$ cat config.mk
export PLATFORM = sky130hd
export DESIGN_NAME = xio_strobe_gen
export DESIGN_NICKNAME = d
export VERILOG_FILES = /design/src/rtl/xio_pkg.sv /design/src/rtl/xio_timing_regs.sv /design/src/rtl/xio_phase_seq.sv /design/src/rtl/xio_cs_decode.sv /design/src/rtl/xio_strobe_gen.sv
export SDC_FILE = /design/constraint.sdc
export NUM_CORES = 1
export LEC_CHECK = 0
export ABC_AREA = 1
export BUFFER_PORTS_ARGS = -buffer_cell sky130_fd_sc_hd__buf_2
export CAP_MARGIN = 20
export CORE_UTILIZATION = 55
export CTS_CLUSTER_SIZE = 28
export DETAILED_ROUTE_END_ITERATION = 12
export GPL_TIMING_DRIVEN = 0
export PLACE_DENSITY = 0.93
export SLEW_MARGIN = 15
export SYNTH_ARGS = -nofsm -noshare
export SYNTH_HDL_FRONTEND = slang
export SYNTH_HIERARCHICAL = 1
export SYNTH_SLANG_ARGS = --single-unit
$ cat constraint.sdc
create_clock -name clk -period 2.7 [get_ports clk]
set_input_delay 0.54 -clock clk [delete_from_list [all_inputs] [get_ports clk]]
set_output_delay 0.54 -clock clk [all_outputs]
set_load 0.01 [all_outputs]
$ cat src/rtl/xio_pkg.sv
package xio_pkg;

   localparam int FIELD_W    = 3;
   localparam int BANK_CFG_W = 16;

   typedef struct packed {
      logic [FIELD_W-1:0] hold;
      logic [FIELD_W-1:0] acc;
      logic [FIELD_W-1:0] cs_setup;
      logic [FIELD_W-1:0] addr_setup;
   } xio_timing_t;

   localparam int TIM_W = $bits(xio_timing_t);

   typedef enum logic [2:0] {
      PH_IDLE = 3'd0,
      PH_ADDR = 3'd1,
      PH_CSET = 3'd2,
      PH_STRB = 3'd3,
      PH_HOLD = 3'd4
   } xio_phase_e;

endpackage

$ cat src/rtl/xio_timing_regs.sv
module xio_timing_regs
   import xio_pkg::*;
#(
   parameter int NUM_BANKS = 4,
   parameter int CFG_W     = 32,
   localparam int BANKS_PER_REG = CFG_W / BANK_CFG_W,
   localparam int NUM_REGS      = NUM_BANKS / BANKS_PER_REG,
   localparam int SEL_W         = (NUM_REGS > 1) ? $clog2(NUM_REGS) : 1
) (
   input  logic              clk,
   input  logic              rst_n,
   input  logic              cfg_we,
   input  logic [SEL_W-1:0]  cfg_sel,
   input  logic [CFG_W-1:0]  cfg_wdata,
   output xio_timing_t       bank_tim [NUM_BANKS]
);

   function automatic logic [CFG_W-1:0] spare_bits();
      logic [CFG_W-1:0] m;
      m = '1;
      for (int h = 0; h < BANKS_PER_REG; h++) begin
         m[h*BANK_CFG_W +: TIM_W] = '0;
      end
      return m;
   endfunction

   localparam logic [CFG_W-1:0] SPARE_MASK = spare_bits();

   logic spare_unused;
   assign spare_unused = ^(cfg_wdata & SPARE_MASK);

   for (genvar r = 0; r < NUM_REGS; r++) begin : g_reg
      for (genvar h = 0; h < BANKS_PER_REG; h++) begin : g_half
         localparam int BANK = r * BANKS_PER_REG + h;
         always_ff @(posedge clk or negedge rst_n) begin
            if (!rst_n) begin
               bank_tim[BANK] <= '0;
            end else if (cfg_we && (cfg_sel == SEL_W'(r))) begin
               bank_tim[BANK] <= xio_timing_t'(cfg_wdata[h*BANK_CFG_W +: TIM_W]);
            end
         end
      end
   end

endmodule

$ cat src/rtl/xio_phase_seq.sv
module xio_phase_seq
   import xio_pkg::*;
(
   input  logic        clk,
   input  logic        rst_n,
   input  logic        start,
   input  xio_timing_t tim_in,
   output xio_phase_e  phase,
   output logic        strobe_last,
   output logic        done
);

   typedef struct packed {
      xio_phase_e         ph;
      logic [FIELD_W-1:0] cnt;
   } step_t;

   // Next non-empty phase after 'from', with the count it starts at.
   function automatic step_t advance(input xio_phase_e from, input xio_timing_t t);
      step_t s;
      s.ph  = PH_IDLE;
      s.cnt = '0;
      if (from == PH_IDLE && t.addr_setup != '0) begin
         s.ph  = PH_ADDR;
         s.cnt = t.addr_setup - 1'b1;
      end else if ((from == PH_IDLE || from == PH_ADDR) && t.cs_setup != '0) begin
         s.ph  = PH_CSET;
         s.cnt = t.cs_setup - 1'b1;
      end else if (from == PH_IDLE || from == PH_ADDR || from == PH_CSET) begin
         s.ph  = PH_STRB;
         s.cnt = t.acc;
      end else if (from == PH_STRB && t.hold != '0) begin
         s.ph  = PH_HOLD;
         s.cnt = t.hold - 1'b1;
      end
      return s;
   endfunction

   xio_timing_t        tim_q;
   logic [FIELD_W-1:0] cnt_q;
   step_t              nxt;
   logic               last;

   assign last = (cnt_q == '0);

   always_comb begin
      nxt.ph  = phase;
      nxt.cnt = cnt_q;
      if (phase == PH_IDLE) begin
         if (start) begin
            nxt = advance(PH_IDLE, tim_in);
         end
      end else if (last) begin
         nxt = advance(phase, tim_q);
      end else begin
         nxt.cnt = cnt_q - 1'b1;
      end
   end

   always_ff @(posedge clk or negedge rst_n) begin
      if (!rst_n) begin
         phase <= PH_IDLE;
         cnt_q <= '0;
         tim_q <= '0;
      end else begin
         phase <= nxt.ph;
         cnt_q <= nxt.cnt;
         if (phase == PH_IDLE && start) begin
            tim_q <= tim_in;
         end
      end
   end

   assign strobe_last = (phase == PH_STRB) && last;
   assign done = last && ((phase == PH_HOLD) ||
                          (phase == PH_STRB && tim_q.hold == '0));

endmodule

$ cat src/rtl/xio_cs_decode.sv
module xio_cs_decode #(
   parameter int NUM_BANKS = 4,
   localparam int BANK_W = (NUM_BANKS > 1) ? $clog2(NUM_BANKS) : 1
) (
   input  logic                 active,
   input  logic [BANK_W-1:0]    bank,
   output logic [NUM_BANKS-1:0] cs_n
);

   for (genvar b = 0; b < NUM_BANKS; b++) begin : g_cs
      assign cs_n[b] = ~(active && (bank == BANK_W'(b)));
   end

endmodule

$ cat src/rtl/xio_strobe_gen.sv
module xio_strobe_gen
   import xio_pkg::*;
#(
   parameter int NUM_BANKS = 4,
   parameter int ADDR_W    = 16,
   parameter int DATA_W    = 16,
   parameter int CFG_W     = 32,
   localparam int BANK_W        = (NUM_BANKS > 1) ? $clog2(NUM_BANKS) : 1,
   localparam int BANKS_PER_REG = CFG_W / BANK_CFG_W,
   localparam int NUM_REGS      = NUM_BANKS / BANKS_PER_REG,
   localparam int SEL_W         = (NUM_REGS > 1) ? $clog2(NUM_REGS) : 1
) (
   input  logic                 clk,
   input  logic                 rst_n,
   input  logic                 cfg_we,
   input  logic [SEL_W-1:0]     cfg_sel,
   input  logic [CFG_W-1:0]     cfg_wdata,
   input  logic                 req_valid,
   output logic                 req_ready,
   input  logic [BANK_W-1:0]    req_bank,
   input  logic                 req_write,
   input  logic [ADDR_W-1:0]    req_addr,
   input  logic [DATA_W-1:0]    req_wdata,
   output logic                 xfer_done,
   output logic [DATA_W-1:0]    rd_data,
   output logic [ADDR_W-1:0]    ext_addr,
   output logic [DATA_W-1:0]    ext_wdata,
   input  logic [DATA_W-1:0]    ext_rdata,
   output logic [NUM_BANKS-1:0] ext_cs_n,
   output logic                 ext_oe_n,
   output logic                 ext_we_n
);

   if (CFG_W % BANK_CFG_W != 0 || BANKS_PER_REG < 1) begin : g_bad_cfg_w
      $error("CFG_W must be a whole multiple of the per-bank timing width");
   end
   if (NUM_BANKS < 2 || NUM_BANKS % BANKS_PER_REG != 0) begin : g_bad_banks
      $error("NUM_BANKS must be at least 2 and fill whole configuration words");
   end
   if (TIM_W > BANK_CFG_W) begin : g_bad_fields
      $error("timing fields do not fit in one bank slot");
   end
   if (ADDR_W < 8 || DATA_W < 1) begin : g_bad_bus
      $error("bus widths out of range");
   end

   xio_timing_t       bank_tim [NUM_BANKS];
   xio_phase_e        phase;
   logic              strobe_last;
   logic              seq_done;
   logic              accept;
   logic              cs_active;
   logic              strobe_on;

   logic [BANK_W-1:0] bank_q;
   logic              wr_q;
   logic [ADDR_W-1:0] addr_q;
   logic [DATA_W-1:0] wdata_q;
   logic [DATA_W-1:0] rd_q;

   xio_timing_regs #(
      .NUM_BANKS (NUM_BANKS),
      .CFG_W     (CFG_W)
   ) u_regs (
      .clk       (clk),
      .rst_n     (rst_n),
      .cfg_we    (cfg_we),
      .cfg_sel   (cfg_sel),
      .cfg_wdata (cfg_wdata),
      .bank_tim  (bank_tim)
   );

   assign req_ready = (phase == PH_IDLE);
   assign accept    = req_valid && req_ready;

   xio_phase_seq u_seq (
      .clk         (clk),
      .rst_n       (rst_n),
      .start       (accept),
      .tim_in      (bank_tim[req_bank]),
      .phase       (phase),
      .strobe_last (strobe_last),
      .done        (seq_done)
   );

   always_ff @(posedge clk or negedge rst_n) begin
      if (!rst_n) begin
         bank_q  <= '0;
         wr_q    <= 1'b0;
         addr_q  <= '0;
         wdata_q <= '0;
      end else if (accept) begin
         bank_q  <= req_bank;
         wr_q    <= req_write;
         addr_q  <= req_addr;
         wdata_q <= req_wdata;
      end
   end

   always_ff @(posedge clk or negedge rst_n) begin
      if (!rst_n) begin
         rd_q <= '0;
      end else if (strobe_last && !wr_q) begin
         rd_q <= ext_rdata;
      end
   end

   assign cs_active = (phase == PH_CSET) || (phase == PH_STRB) || (phase == PH_HOLD);
   assign strobe_on = (phase == PH_STRB);

   xio_cs_decode #(
      .NUM_BANKS (NUM_BANKS)
   ) u_cs (
      .active (cs_active),
      .bank   (bank_q),
      .cs_n   (ext_cs_n)
   );

   assign ext_oe_n  = ~(strobe_on && !wr_q);
   assign ext_we_n  = ~(strobe_on && wr_q);
   assign ext_addr  = addr_q;
   assign ext_wdata = wdata_q;
   assign rd_data   = rd_q;
   assign xfer_done = seq_done;

endmodule

== After elaboration in Yosys (flattened, before gate mapping) ==
Index checks and enable logic that the tools add are counted.
Operators by class
  magnitude comparators: 1
  add/subtract/negate cells: 6
  muxes and demuxes: 13
  reduce and logical (&&, ||, !) cells: 34
  eq/ne operators: 8
  bitwise operators: 8
Operator list (count)
  6-bit two-way mux: 7
  12-bit binary-select mux with 2-bit select: 1
  12-bit two-way mux: 2
  3-bit by 1-bit subtractor with 3-bit output, second input constant: 6
  1-bit logical AND: 17
  3-bit nonzero test: 5
  3-bit logical NOT: 3
  1-bit NOT: 7
  3-bit by 2-bit equality test with 1-bit output, second input constant: 2
  3-bit two-way mux: 2
  1-bit logical OR: 5
  2-bit equality test, second input constant: 2
  4-bit two-way mux: 1
  3-bit by 1-bit equality test with 1-bit output, second input constant: 1
  3-bit equality test, second input constant: 1
  3-bit >= comparator, second input constant: 1
  2-bit NOT with 3-bit output: 1
  2-bit by 1-bit equality test with 1-bit output, second input constant: 1
  2-bit logical NOT: 1
  2-bit by 1-bit != test with 1-bit output, second input constant: 1
  2-bit AND reduction: 1
  2-bit nonzero test: 1
  1-bit logical NOT: 1
Storage, ports and cells
  output and inout port bits: 56
  word-level logic and storage cells: 97
  bits of input ports: 88
  flip-flop bits (word level): 117

== Logic depth before layout (Yosys ltp) ==
  depth after elaboration: 9
  mapped depth: 14
  mapped depth without buffers: 13

== Modules after synthesis ==
The synthesis kept the hierarchy.
By module, submodules not included
  xio_strobe_gen: cells an instance 361, area an instance 2637.5 sq um, seq. area each 1276.2 sq um, instances 1
  xio_timing_regs: cells an instance 209, area an instance 1886.8 sq um, seq. area each 1201.2 sq um, instances 1
  xio_phase_seq: cells an instance 161, area an instance 1168.6 sq um, seq. area each 375.4 sq um, instances 1
  xio_cs_decode: cells an instance 7, area an instance 30.0 sq um, seq. area each 0.0 sq um, instances 1

== Worst setup path after synthesis ==
OpenSTA, ideal clock, no wires.
  kind: input port to flip-flop
  start: in req_bank[0]
  end: reg u_seq.cnt_q[2]
  data arrival time: 1.932 ns
  data required time: 2.581 ns
  setup time: 0.119 ns
  path buffers: 1
  stages: 13
  setup slack: 0.649 ns
  cell sequence: clkbuf_1 -> or2_2 -> nand3_1 -> nand2_1 -> inv_1 -> ha_1 -> inv_1 -> nor2_4 -> inv_1 -> nor2_1 -> nand2_1 -> a21oi_1 -> nand2_1
On the way
  word-level cells in the longest chain between the ends: 9
  elaborated cells on any way between the ends: 12
  those cells by class: 2 x add/sub; 7 x mux; 1 x bitwise; 2 x reduce/logical
RTL lines
  start, declared: RTL line xio_strobe_gen.sv:20  | input logic [BANK_W-1:0] req_bank,
  2-bit NOT with 3-bit output (not written as such) *: RTL line xio_strobe_gen.sv:80  | .tim_in (bank_tim[req_bank]),
  12-bit binary-select mux with 2-bit select *: RTL line xio_strobe_gen.sv:80
  12-bit two-way mux (not written as such) * (2 in a row): RTL line xio_strobe_gen.sv:80
  3-bit by 1-bit subtractor with 3-bit output or 3-bit nonzero test (tied branches): RTL line xio_phase_seq.sv:28, xio_phase_seq.sv:26
  4-bit two-way mux: RTL line xio_phase_seq.sv:26  | end else if ((from == PH_IDLE || from == PH_ADDR) && t.cs_setup != '0) begin
  6-bit two-way mux *: RTL line xio_phase_seq.sv:23  | if (from == PH_IDLE && t.addr_setup != '0) begin
  6-bit two-way mux *: RTL line xio_phase_seq.sv:50  | if (start) begin
  6-bit two-way mux *: RTL line xio_phase_seq.sv:49  | if (phase == PH_IDLE) begin
  end signal, assigned: RTL line xio_phase_seq.sv:67  | cnt_q <= nxt.cnt;
  end, declared: RTL line xio_phase_seq.sv:40  | logic [FIELD_W-1:0] cnt_q;
Every way passes the cells marked *; elsewhere a longest branch is shown, timed or not. The select of a mux whose other input is x is not followed.
A chain may end at the register's enable or synchronous reset.

== Final worst setup path ==
  start: reg u_seq.phase[2]
  end: out ext_cs_n[1]
On the way
  word-level cells in the longest chain between the ends: 5
  elaborated cells on any way between the ends: 7
  those cells by class: 3 x eq/ne; 1 x bitwise; 3 x reduce/logical
RTL lines
  start, declared: RTL line xio_phase_seq.sv:8  | output xio_phase_e phase,
  start signal, assigned: RTL line xio_phase_seq.sv:66  | phase <= nxt.ph;
  3-bit by 2-bit equality test with 1-bit output: RTL line xio_strobe_gen.sv:108  | assign cs_active = (phase == PH_CSET) || (phase == PH_STRB) || (phase == PH_HOLD);
  1-bit logical OR: RTL line xio_strobe_gen.sv:108
  1-bit logical OR *: RTL line xio_strobe_gen.sv:108
  named net cs_active: RTL line xio_strobe_gen.sv:52  | logic cs_active;
  1-bit logical AND *: RTL line xio_cs_decode.sv:11  | assign cs_n[b] = ~(active && (bank == BANK_W'(b)));
  1-bit NOT *: RTL line xio_cs_decode.sv:11
  end, declared: RTL line xio_strobe_gen.sv:29  | output logic [NUM_BANKS-1:0] ext_cs_n,
Mark *: on every way through the listed nets, which the timed path passes. The rest lies on a longest branch.

==> metrics.md <==
| Metric | Value |
|---|---|
| Outcome | `finished, final reports clean` |
| R2r setup slk | `between 0.6 and 0.7 ns` |
| Reg2reg path depth | `9` |
| Gate Count Post-Synth | `approximately 740` |
| Initial core utilization | `between 50% and 60%` |
| Multiplexer share of the synthesized area | `0%` |
| RSZ-0062 raised after global routing | `false` |
| Buffers added on ports | `around 130` |
| Mapped Avg Cell Area | `between 7 and 8 µm²` |
| Die X | `around 100 µm` |
| Post-CTS Repair Setup Buffers | `0` |
| Worst Tran Pin Value | `0.605 ns` |
| Clk sink count | `114` |
| Crit Path Class | `register to output pin` |
| Global placer's final weighted congestion | `0.885` |
| DR vias | `5,650` |
| Largest family of logic cells by synthesized area | `simple AND/OR/NAND/NOR gates` |
| Pre-CTS setup slack | `~0.17 ns` |
| Initial antenna violation count | `0` |
| Post-layout nets | `just under 1,000` |
| Synthesis-stage register bit count | `about 110` |
| Final worst setup slack | `approximately 0.12 ns` |
| Crit end category | `output pin` |
| Simple-Gate Fraction of Synth Area | `a little under two fifths` |
| Largest net degree at the start of global routing | `83` |
| Layout cells sized above 1 | `24.6%` |
| Synth-to-Final Area Change | `25.3%` |
| DR WL/cell | `around 15 µm` |
| Cell Pwr Density | `between 1000 and 1500 nW/µm²` |
| Tmin final | `between 2 and 3 ns` |
| Complex-gate fraction of the synthesized area | `under 10%` |
| Row cnt | `36` |
| Critical path fanouts, max | `10` |
| CP Capture Point | `ext_cs_n[1]` |
| Clock buffer depth | `2` |
| Total power | `~0.0074 W` |
| Max-cap violation count | `0` |
| Vias in the first global route | `approximately 5,500` |
| Placed cell area | `6580 µm²` |
| Die area | `around 11,000 µm²` |
| Post-synth EDFFs | `0` |
| Clock Latency Late Sink | `around 0.53 ns` |
| CTS tree | `built` |
| First-pass GRT wire length | `roughly 26,000 µm` |
| CTS root buffer | `clkbuf_8` |
| Post-route cell area | `~7200 µm²` |
| Final wirelength | `~16,000 µm` |
| Mapped Nets | `~840` |
| WP data arrival | `2.04 ns` |
| Yosys Warn Count | `6` |
| # diodes | `0` |
| Count of cell types in the netlist | `27` |
| Most common flop cell mapped by yosys | `dfrtp_1` |
| # setup viols final | `0` |
| Via/cell ratio | `about 5.4` |
| Post-DP HPWL | `~10,000 µm` |
| Adder-cell share of the synthesized area | `2.19%` |
| Slew headroom | `about three fifths` |
| Leak | `approximately 4 nW` |
| First-pass DRT Iterations | `5` |
| Register area share after synthesis | `between 40 and 50%` |
| CP startpoint | `u_seq/phase[2]` |
| Iter 0 DRT Violations | `430` |
| # DRC | `0` |
| Die Y-Extent | `approximately 100 µm` |
| Hold Crit Class | `input pin to register` |
| Peak supply drop | `437 µV` |
| I/O pin count | `around 140` |
| Clk pin slew, worst setup/hold paths | `roughly 0.060 ns` |
| Part of the cycle the worst path needs | `95.6%` |
| GRT overflow | `0` |
| FF-to-FF End | `u_seq/tim_q[10]` |
| Final Slew Violations | `0` |
| Worst endpoint required time | `between 2 and 2.5 ns` |
| Worst Skew | `roughly 0.0072 ns` |
| Highest clock rate | `between 300 and 400 MHz` |
| Num CTS Buffers | `17` |
| Fin. Hold Viols | `0` |
| GR Util All Layers | `between 30% and 40%` |
| Setup crit start kind | `register` |
| Clock H-tree levels | `4` |
| CORE AREA | `around 9900 µm²` |
| Reg2reg start | `u_seq/phase[1]` |
| Synth async-reset ratio | `between 90% and 100%` |
| Post-Synth XOR/XNOR Area | `0%` |
| Syn Std Cell Area | `between 5000 and 6000 µm²` |
| Post-DRT Antenna Nets | `0` |
| Hold path start | `cfg_wdata[20]` |
## worst max-delay path: stages (launching register included)
cell and delay, ns:
dfrtp_2 0.48, inv_2 0.12, buf_4 0.18, clkbuf_4 0.21, nand2_1 0.06, o21ai_1 0.18, nand3_1 0.14, buf_2 0.16
## layer usage
layer / wire (µm) / track usage, % / part of all wire [%] / up-vias
met1: 5960 / 35.7 / 38 / 2613
met2: 7830 / 52.0 / 50 / 316
met3: 1370 / 7.83 / 8.8 / 57
met5: 0 / 0 / 0 / -
met4: 527 / 14.4 / 3.4 / 0
li1: - / - / - / 2664
## cells in the mapped netlist, types with 2 or more instances
cell type	instances	share of area [%]
a21oi_1	5	0.44
buf_1	2	0.13
buf_2	22	1.9
buf_4	2	0.26
buf_6	2	0.39
clkbuf_1	13	0.85
dfrtp_1	114	50
ha_1	10	2.2
inv_1	61	4.0
inv_2	2	0.13
nand2_1	296	19
nand2_4	5	0.98
nand3_1	92	8.0
nand4_1	38	4.2
nor2_1	34	2.2
nor2_4	4	0.79
o21ai_0	11	0.96
o21ai_1	5	0.44
or2_2	12	1.3
## where the power goes
| group | switching, W | total [W] | internal [W] |
|---|---|---|---|
| Clock | 0.000840 | 0.00216 | 0.00132 |
| Combinational | 0.00165 | 0.00260 | 0.000942 |
| Sequential | 0.000339 | 0.00262 | 0.00228 |
| Total | 0.00283 | 0.00737 | 0.00454 |
## what timing repair did
action / 4_1_cts / 5_1_grt
endpoints found under the hold margin: 32 / 0
resized for setup: 3 / 2
pin swaps: 0 / 0
hold buffers: 1 / 0
endpoints found under the setup margin: 4 / 4
## per-stage QoR
| stage | setup TNS [ns] | util (%) | std cells | hold slack, ns |
|---|---|---|---|---|
| 4_1_cts | 0 | 72.3 | 1037 | 0.254 |
| 3_5_place_dp | 0 | 66.4 | 1004 | 0.440 |
| 3_3_place_gp | -23.15 | 66.1 | 1003 | 0.446 |
| 6_report | 0 | 72.4 | 1037 | 0.252 |
| 2_1_floorplan | 0 | - | 738 | 0.244 |
| 5_1_grt | 0 | 72.4 | 1037 | 0.257 |
## placed cells by master, fill, tap and decap left out, types with 2 or more instances in the layout
cell        count
inv_1          60
dfrtp_1       113
nor2_4          4
o21ai_1         6
a21oi_1         5
buf_2         151
or2_2          12
clkinvlp_4      3
inv_6           4
o21ai_0        10
nand3_1        92
clkbuf_1       13
inv_2           3
bufinv_16       2
nand2_1       296
clkinv_2        3
buf_1           2
buf_4           3
ha_1           10
nor2_1         34
buf_6           3
nand4_1        38
nand2_4         5
clkinv_4        4
clkbuf_16      16
## sequential cells by signal, indices dropped and copies added, names as in the netlist
signal and count:
u_regs/bank_tim 48, ext_addr 16, ext_wdata 16, rd_data 16, u_seq/tim_q 9, u_seq/cnt_q 3
u_seq/phase 3, bank_q 2, wr_q 1
## worst min-delay path by stage
stage                                to  slack (ns)  depth (start not counted)
floorplan                     bank_q[0]        0.24                          0
global placement    u_regs/bank_tim[45]        0.45                          2
detailed placement          rd_data[14]        0.44                          1
CTS                  u_regs/bank_tim[4]        0.25                          3
global route        u_regs/bank_tim[31]        0.26                          3
finish               u_regs/bank_tim[4]        0.25                          3
## cells by family after synthesis
| kind of cell | Yosys count |
|---|---|
| buf+inv | 105 |
| simple gates | 484 |
| flops | 114 |
| fa+ha+maj | 10 |
| compound gates | 25 |
## cell type report
cell class / instances / area (µm²)
clock inverter: 15 / 159
fill: 741 / 2740
tap: 133 / 166
timing repair buffer: 134 / 704
multi-input combinational: 519 / 2420
inverter: 64 / 245
buffer: 41 / 209
sequential: 114 / 2850
clock buffer: 17 / 414
Note: power is estimated with default switching activity, not from simulation.
